### config.mk
export PLATFORM = sky130hd
export DESIGN_NAME = hdb_doorbell_regs
export DESIGN_NICKNAME = d
export VERILOG_FILES = /design/src/rtl/hdb_pkg.sv /design/src/rtl/hdb_sticky_bits.sv /design/src/rtl/hdb_ptr_reg.sv /design/src/rtl/hdb_host_side.sv /design/src/rtl/hdb_doorbell_regs.sv
export SDC_FILE = /design/constraint.sdc
export NUM_CORES = 1
export LEC_CHECK = 0
export BUFFER_PORTS_ARGS = -buffer_cell sky130_fd_sc_hd__buf_2
export CAP_MARGIN = 40
export CORE_AREA = 2 2 121 123
export CTS_BUF_LIST = sky130_fd_sc_hd__clkbuf_16
export DETAILED_ROUTE_END_ITERATION = 10
export DIE_AREA = 0 0 123 125
export PLACE_DENSITY = 0.46
export SETUP_SLACK_MARGIN = 0.05
export SKIP_CTS_REPAIR_TIMING = 1
export SLEW_MARGIN = 40
export SYNTH_ARGS = -nofsm -noshare
export SYNTH_HDL_FRONTEND = slang
export SYNTH_SLANG_ARGS = --single-unit
### constraint.sdc
create_clock -name clk -period 1.6 [get_ports clk]
set_input_delay 0.24 -clock clk [delete_from_list [all_inputs] [get_ports clk]]
set_output_delay 0.24 -clock clk [all_outputs]
set_load 0.005 [all_outputs]
### src/rtl/hdb_pkg.sv
package hdb_pkg;
  localparam int OFS_LMASK = 0;
  localparam int OFS_LSTAT = 1;
  localparam int OFS_HMASK = 2;
  localparam int OFS_HSTAT = 3;
  localparam int OFS_PID0  = 4;
  localparam int OFS_PID1  = 5;
  localparam int OFS_CFG1  = 6;
  localparam int OFS_CFG2  = 7;
  localparam int OGM_BASE  = 8;

  // local status bit positions
  localparam int LS_OGM  = 0;
  localparam int LS_BUS  = 5;
  localparam int LS_SOFT = 6;
  // host status / host mask bit positions
  localparam int HS_MAIL = 0;
  localparam int HS_PEND = 7;

  localparam logic [7:0] LMASK_READY = 8'hE1;
  localparam logic [7:0] LMASK_INIT  = 8'hE1;
  localparam logic [7:0] PID_LO      = 8'h56;
  localparam logic [7:0] PID_HI_A    = 8'h40;
  localparam logic [7:0] PID_HI_B    = 8'h41;
endpackage

### src/rtl/hdb_sticky_bits.sv
// Bits set by one side and cleared by the other; set has priority.
module hdb_sticky_bits #(
  parameter int N = 2
) (
  input  logic         clk,
  input  logic         rst,
  input  logic [N-1:0] set_i,
  input  logic [N-1:0] clr_i,
  output logic [N-1:0] q
);
  for (genvar i = 0; i < N; i++) begin : g_bit
    always_ff @(posedge clk) begin
      if (rst)           q[i] <= 1'b0;
      else if (set_i[i]) q[i] <= 1'b1;
      else if (clr_i[i]) q[i] <= 1'b0;
    end
  end
endmodule

### src/rtl/hdb_ptr_reg.sv
// Pointer register with byte lanes: host byte writes or a full parallel load.
module hdb_ptr_reg #(
  parameter int PTR_W   = 32,
  parameter int ADDR_W  = 4,
  parameter int BASE    = 8,
  parameter bit HOST_WR = 1'b1
) (
  input  logic              clk,
  input  logic              rst,
  input  logic              wr_en,
  input  logic [ADDR_W-1:0] wr_addr,
  input  logic [7:0]        wr_data,
  input  logic              load,
  input  logic [PTR_W-1:0]  load_val,
  output logic [PTR_W-1:0]  q
);
  localparam int NBYTES = PTR_W / 8;

  for (genvar i = 0; i < NBYTES; i++) begin : g_lane
    logic lane_hit;
    assign lane_hit = HOST_WR && wr_en && (wr_addr == ADDR_W'(BASE + i));
    always_ff @(posedge clk) begin
      if (rst)           q[8*i +: 8] <= 8'h00;
      else if (load)     q[8*i +: 8] <= load_val[8*i +: 8];
      else if (lane_hit) q[8*i +: 8] <= wr_data;
    end
  end
endmodule

### src/rtl/hdb_host_side.sv
// Host doorbell: post gating, write-1-to-clear, registered interrupt.
module hdb_host_side (
  input  logic       clk,
  input  logic       rst,
  input  logic       post_i,
  input  logic       raise_i,
  input  logic       clr_mail_i,
  input  logic       clr_pend_i,
  input  logic       en_mail_i,
  input  logic       en_pend_i,
  output logic       post_ok_o,
  output logic       mail_o,
  output logic       pend_o,
  output logic       irq_o
);
  logic [1:0] st;

  assign post_ok_o = post_i && !st[0];

  hdb_sticky_bits #(.N(2)) u_st (
    .clk   (clk),
    .rst   (rst),
    .set_i ({raise_i, post_ok_o}),
    .clr_i ({clr_pend_i, clr_mail_i}),
    .q     (st)
  );

  assign mail_o = st[0];
  assign pend_o = st[1];

  always_ff @(posedge clk) begin
    if (rst) irq_o <= 1'b0;
    else     irq_o <= (st[0] && en_mail_i) || (st[1] && en_pend_i);
  end
endmodule

### src/rtl/hdb_doorbell_regs.sv
module hdb_doorbell_regs #(
  parameter int ADDR_W  = 4,
  parameter int PTR_W   = 32,
  parameter bit VARIANT = 1'b0,
  parameter int IRQ_SEL = 1,
  parameter int DMA_SEL = 0,
  parameter int OWN_ID  = 7
) (
  input  logic              clk,
  input  logic              rst,
  input  logic [ADDR_W-1:0] bus_addr,
  input  logic              bus_wr,
  input  logic [7:0]        bus_wdata,
  input  logic              bus_rd,
  output logic [7:0]        bus_rdata,
  output logic              host_irq,
  output logic              adp_ready,
  output logic              fw_ogm_req,
  output logic              fw_bus_rst_req,
  output logic              fw_soft_rst_req,
  output logic [PTR_W-1:0]  fw_ogm_ptr,
  input  logic              fw_ogm_ack,
  input  logic              fw_bus_rst_done,
  input  logic              fw_soft_rst_done,
  input  logic              fw_icm_post,
  input  logic [PTR_W-1:0]  fw_icm_ptr,
  output logic              fw_icm_ready,
  input  logic              fw_pend_raise
);
  import hdb_pkg::*;

  localparam int PTR_BYTES = PTR_W / 8;
  localparam int ICM_BASE  = OGM_BASE + PTR_BYTES;
  localparam logic [7:0] PID_HI = VARIANT ? PID_HI_B : PID_HI_A;
  localparam logic [7:0] CFG1   = {2'(DMA_SEL), 2'(IRQ_SEL), 4'b0000};
  localparam logic [7:0] CFG2   = {5'b00000, 3'(OWN_ID)};

  logic [7:0]       lmask_q;
  logic [1:0]       hmask_q;
  logic [2:0]       lst;
  logic [PTR_W-1:0] ogm_q;
  logic [PTR_W-1:0] icm_q;
  logic             hs_mail, hs_pend, post_ok;
  logic [7:0]       rd_mux;

  logic wr_lmask, wr_lstat, wr_hmask, wr_hstat;
  assign wr_lmask = bus_wr && (bus_addr == ADDR_W'(OFS_LMASK));
  assign wr_lstat = bus_wr && (bus_addr == ADDR_W'(OFS_LSTAT));
  assign wr_hmask = bus_wr && (bus_addr == ADDR_W'(OFS_HMASK));
  assign wr_hstat = bus_wr && (bus_addr == ADDR_W'(OFS_HSTAT));

  always_ff @(posedge clk) begin
    if (rst) begin
      lmask_q <= LMASK_INIT;
      hmask_q <= 2'b00;
    end else begin
      if (wr_lmask) lmask_q <= bus_wdata;
      if (wr_hmask) hmask_q <= {bus_wdata[HS_PEND], bus_wdata[HS_MAIL]};
    end
  end

  // local doorbell: {soft, bus, ogm}
  logic [2:0] lst_set, lst_clr;
  assign lst_set = {wr_lstat && bus_wdata[LS_SOFT] && lmask_q[LS_SOFT],
                    wr_lstat && bus_wdata[LS_BUS],
                    wr_lstat && bus_wdata[LS_OGM] && lmask_q[LS_OGM]};
  assign lst_clr = {fw_soft_rst_done, fw_bus_rst_done, fw_ogm_ack};

  hdb_sticky_bits #(.N(3)) u_local (
    .clk   (clk),
    .rst   (rst),
    .set_i (lst_set),
    .clr_i (lst_clr),
    .q     (lst)
  );

  hdb_host_side u_host (
    .clk        (clk),
    .rst        (rst),
    .post_i     (fw_icm_post),
    .raise_i    (fw_pend_raise),
    .clr_mail_i (wr_hstat && bus_wdata[HS_MAIL]),
    .clr_pend_i (wr_hstat && bus_wdata[HS_PEND]),
    .en_mail_i  (hmask_q[0]),
    .en_pend_i  (hmask_q[1]),
    .post_ok_o  (post_ok),
    .mail_o     (hs_mail),
    .pend_o     (hs_pend),
    .irq_o      (host_irq)
  );

  hdb_ptr_reg #(.PTR_W(PTR_W), .ADDR_W(ADDR_W), .BASE(OGM_BASE), .HOST_WR(1'b1)) u_ogm (
    .clk      (clk),
    .rst      (rst),
    .wr_en    (bus_wr),
    .wr_addr  (bus_addr),
    .wr_data  (bus_wdata),
    .load     (1'b0),
    .load_val ({PTR_W{1'b0}}),
    .q        (ogm_q)
  );

  hdb_ptr_reg #(.PTR_W(PTR_W), .ADDR_W(ADDR_W), .BASE(ICM_BASE), .HOST_WR(1'b0)) u_icm (
    .clk      (clk),
    .rst      (rst),
    .wr_en    (bus_wr),
    .wr_addr  (bus_addr),
    .wr_data  (bus_wdata),
    .load     (post_ok),
    .load_val (fw_icm_ptr),
    .q        (icm_q)
  );

  always_comb begin
    rd_mux = 8'h00;
    if (bus_addr == ADDR_W'(OFS_LMASK)) rd_mux = lmask_q;
    if (bus_addr == ADDR_W'(OFS_LSTAT)) rd_mux = {1'b0, lst[2], lst[1], 4'b0000, lst[0]};
    if (bus_addr == ADDR_W'(OFS_HMASK)) rd_mux = {hmask_q[1], 6'b000000, hmask_q[0]};
    if (bus_addr == ADDR_W'(OFS_HSTAT)) rd_mux = {hs_pend, 6'b000000, hs_mail};
    if (bus_addr == ADDR_W'(OFS_PID0))  rd_mux = PID_LO;
    if (bus_addr == ADDR_W'(OFS_PID1))  rd_mux = PID_HI;
    if (bus_addr == ADDR_W'(OFS_CFG1))  rd_mux = CFG1;
    if (bus_addr == ADDR_W'(OFS_CFG2))  rd_mux = CFG2;
    for (int i = 0; i < PTR_BYTES; i++) begin
      if (bus_addr == ADDR_W'(OGM_BASE + i)) rd_mux = ogm_q[8*i +: 8];
      if (bus_addr == ADDR_W'(ICM_BASE + i)) rd_mux = icm_q[8*i +: 8];
    end
  end

  always_ff @(posedge clk) begin
    if (rst)         bus_rdata <= 8'h00;
    else if (bus_rd) bus_rdata <= rd_mux;
  end

  assign adp_ready       = (lmask_q & LMASK_READY) == LMASK_READY;
  assign fw_ogm_req      = lst[0];
  assign fw_bus_rst_req  = lst[1];
  assign fw_soft_rst_req = lst[2];
  assign fw_ogm_ptr      = ogm_q;
  assign fw_icm_ready    = !hs_mail;
endmodule

==> flow_summary_export.csv <==
group,metric,value,unit
cells_and_area,fillCellCount,1529,
cells_and_area,postLayoutCoreUtil,0.382,
synth,yosysWarnings,0,
clocking,cts_root_buf,"clkbuf_16",
synth,postSynthCellCount,523,
global_routing,grt_pass1_vias,4230,
synth,async_flop_share,0,
clocking,clock_sinks,88,
clocking,cts_buffers,9,
detailed_routing,drtIter0Drc,372,
sta,finalSetupViolations,0,
global_routing,antenna_found_initial,0,
cells_and_area,multi_input_area,2150,um^2
cells_and_area,seq_area,1760,um^2
synth,syn_nets,576,
synth,synth_flop_cell,"dfxtp_1",
synth,yosys.area.top_type,"dfxtp_1",
clocking,clockBufferDepth,2,
sta,fin_crit,1.42,ns
setup_path,critical_path_arrival,1.68,ns
placement,pre_cts_slack,-0.118,ns
detailed_routing,via_count,4207,
setup_path,slowest_stage,"dfxtp_2",
cells_and_area,drive_gt1_frac,0.290,
synth,yosysTopAreaCellShare,0.428,
synth,synth_area,4120,um^2
clocking,cts_tree,"yes",
clocking,clk-insertion-delay-late,0.34,ns
sta,worstMarginPinSlew,0.341,ns
detailed_routing,drt_wl_total,14600,um
sta,slew_viol_final,0,
die,core_area,14200,um^2
global_routing,grt_pass1_wl,23000,um
sta,finalHoldViolCount,0,
pwr,ir_drop,0.000488,V
detailed_routing,wl_per_cell,17.4,um
setup_path,cp.buffers_inverters,1,
cells_and_area,syn2layout_area_growth,31.9,%
sta,rsz0062_at_grt,"false",
global_routing,gr-total-overflow,0,
die,die_y,125,um
setup_path,critPathKind,"reg -> reg",
global_routing,grt_max_degree,34,
placement,placed_cell_area,5160,um^2
die,fp-row-count,44,
worst_hold_path,holdCritPathClass,"in -> reg",
cells_and_area,final_cell_area,5430,um^2
global_routing,grt_usage,0.197,
synth,synth_area_leaders,"dfxtp_1 (43%), nand2_1 (11%), a21oi_1 (8.8%)",
flow_run,cap_violations,0,
sta,setup_slack,0.179,ns
setup_path,path_cells,"mux2i_1 > nor4_1 > a2bb2oi_1 > a211oi_1 > buf_4 > o32ai_2",
placement,port_buffers,98,
synth,synth-edff-count,0,
synth,synth.most_common_cell,"nand2_1",
die,die_x,123,um
clocking,path_clk_slew,0.06,ns
die,die_area,15400,um^2
detailed_routing,drc,0,
placement,gp_congestion,0.877,
status,status,"complete, no violations",
synth,yosys-top-cells-count,"nand2_1 (121), dfxtp_1 (88), a21oi_1 (72)",
synth,syn_avg_cell_area,7.87,um^2
sta,fin_crit_sh,0.888,
setup_path,cp.required,1.85,ns
cells_and_area,nNetsFinal,704,
pwr,power_leakage,0.00232,uW
pwr,powerDensity,902,nW/um^2
cells_and_area,diodes,0,
sta,finClkSkew,0.00712,ns
placement,post-dp-hpwl,11400,um
setup_path,max_stage_delay,0.34,ns
sta,max_freq,704,MHz
synth,synth_cell_type_count,56,
setup_path,cp_max_fo,3,
detailed_routing,drt_first_pass_iters,5,
die,start_util,0.290,
detailed_routing,detail-route-antenna-nets,0,
setup_path,startpoint_type,"register",
synth,synth_seq_cells,88,
synth,ys_seq_area_frac,0.428,
setup_path,crit_path_end_kind,"register",
die,ios,99,
sta,max-slew-margin-rel,0.773,
clocking,h-tree-depth,3,
setup_path,cp_top_family,"compound AO/OA/AOI/OAI gates",
detailed_routing,vias_per_cell,5.01,
cell usage in the layout (no fill, tap or decap), types with 5 or more instances in the layout:
cell / instances
o211ai_1: 5
buf_4: 52
mux2i_1: 21
dfxtp_1: 86
a21oi_1: 72
buf_12: 6
inv_1: 10
nand3_1: 8
clkbuf_16: 9
buf_2: 98
nand2b_1: 5
o21ai_0: 37
nor2b_1: 7
nand3b_1: 7
nor2_1: 36
nand2_1: 121
per-layer routing:
layer  global-route usage  part of all wire
met3               0.0529             0.057
met4               0.0668             0.023
met2                0.319              0.48
met5                    0                 0
met1                0.252              0.44
logic make-up after synthesis:
group,Yosys count,synth area share
buffers and inverters,47,0.0541
and+or+nand+nor,204,0.221
AOI/OAI and AO/OA,158,0.230
muxes,26,0.0675
DFF,88,0.428
state kept, by name, indices dropped and copies added (netlist names):
signal and flops:
u_host.irq_o 1, u_host.u_st.q 2, hmask_q 2, u_icm.q 32
u_ogm.q 32, bus_rdata 8, lmask_q 8, u_local.q 3
power by group:
group	internal, uW	total, uW	switching, uW	leakage [uW]
Clock	1020	1870	842	0.000133
Sequential	2270	2340	66.2	0.000718
Combinational	301	689	387	0.00147
Total	3600	4890	1300	0.00232
tightest hold or removal path: stages:
cell	delay [ns]
buf_2	0.09
a21oi_1	0.03
nor2_1	0.07
worst paths after layout:
check / start / end / slack, ns / cells past startpoint
setup / recovery: u_local.q[2] / bus_rdata[6] / 0.18 / 6
hold / removal: fw_pend_raise / u_host.u_st.q[1] / 0.12 / 3
setup reg to reg: u_local.q[2] / bus_rdata[6] / 0.18 / 6
hold reg to reg: u_icm.q[11] / u_icm.q[11] / 0.46 / 2
per-stage QoR:
stage	total power [uW]	hold WS (ns)	setup TNS (ns)	std cells
final	4890	0.120	0	839
after floorplan	2730	0.357	0	523
after CTS	4940	0.111	0	839
after global routing	5100	0.134	0	839
after global placement	3070	0.449	-0.717	824
after detailed placement	3070	0.449	-0.522	824
final cells by class:
cell class                 instances  share of cell area
inverter                           8             0.00553
sequential                        88               0.325
timing repair buffer             156               0.184
clock buffer                       9              0.0415
tap                              184              0.0424
multi-input combinational        388               0.395
clock inverter                     6             0.00553
(Power assumes the default switching activity.)
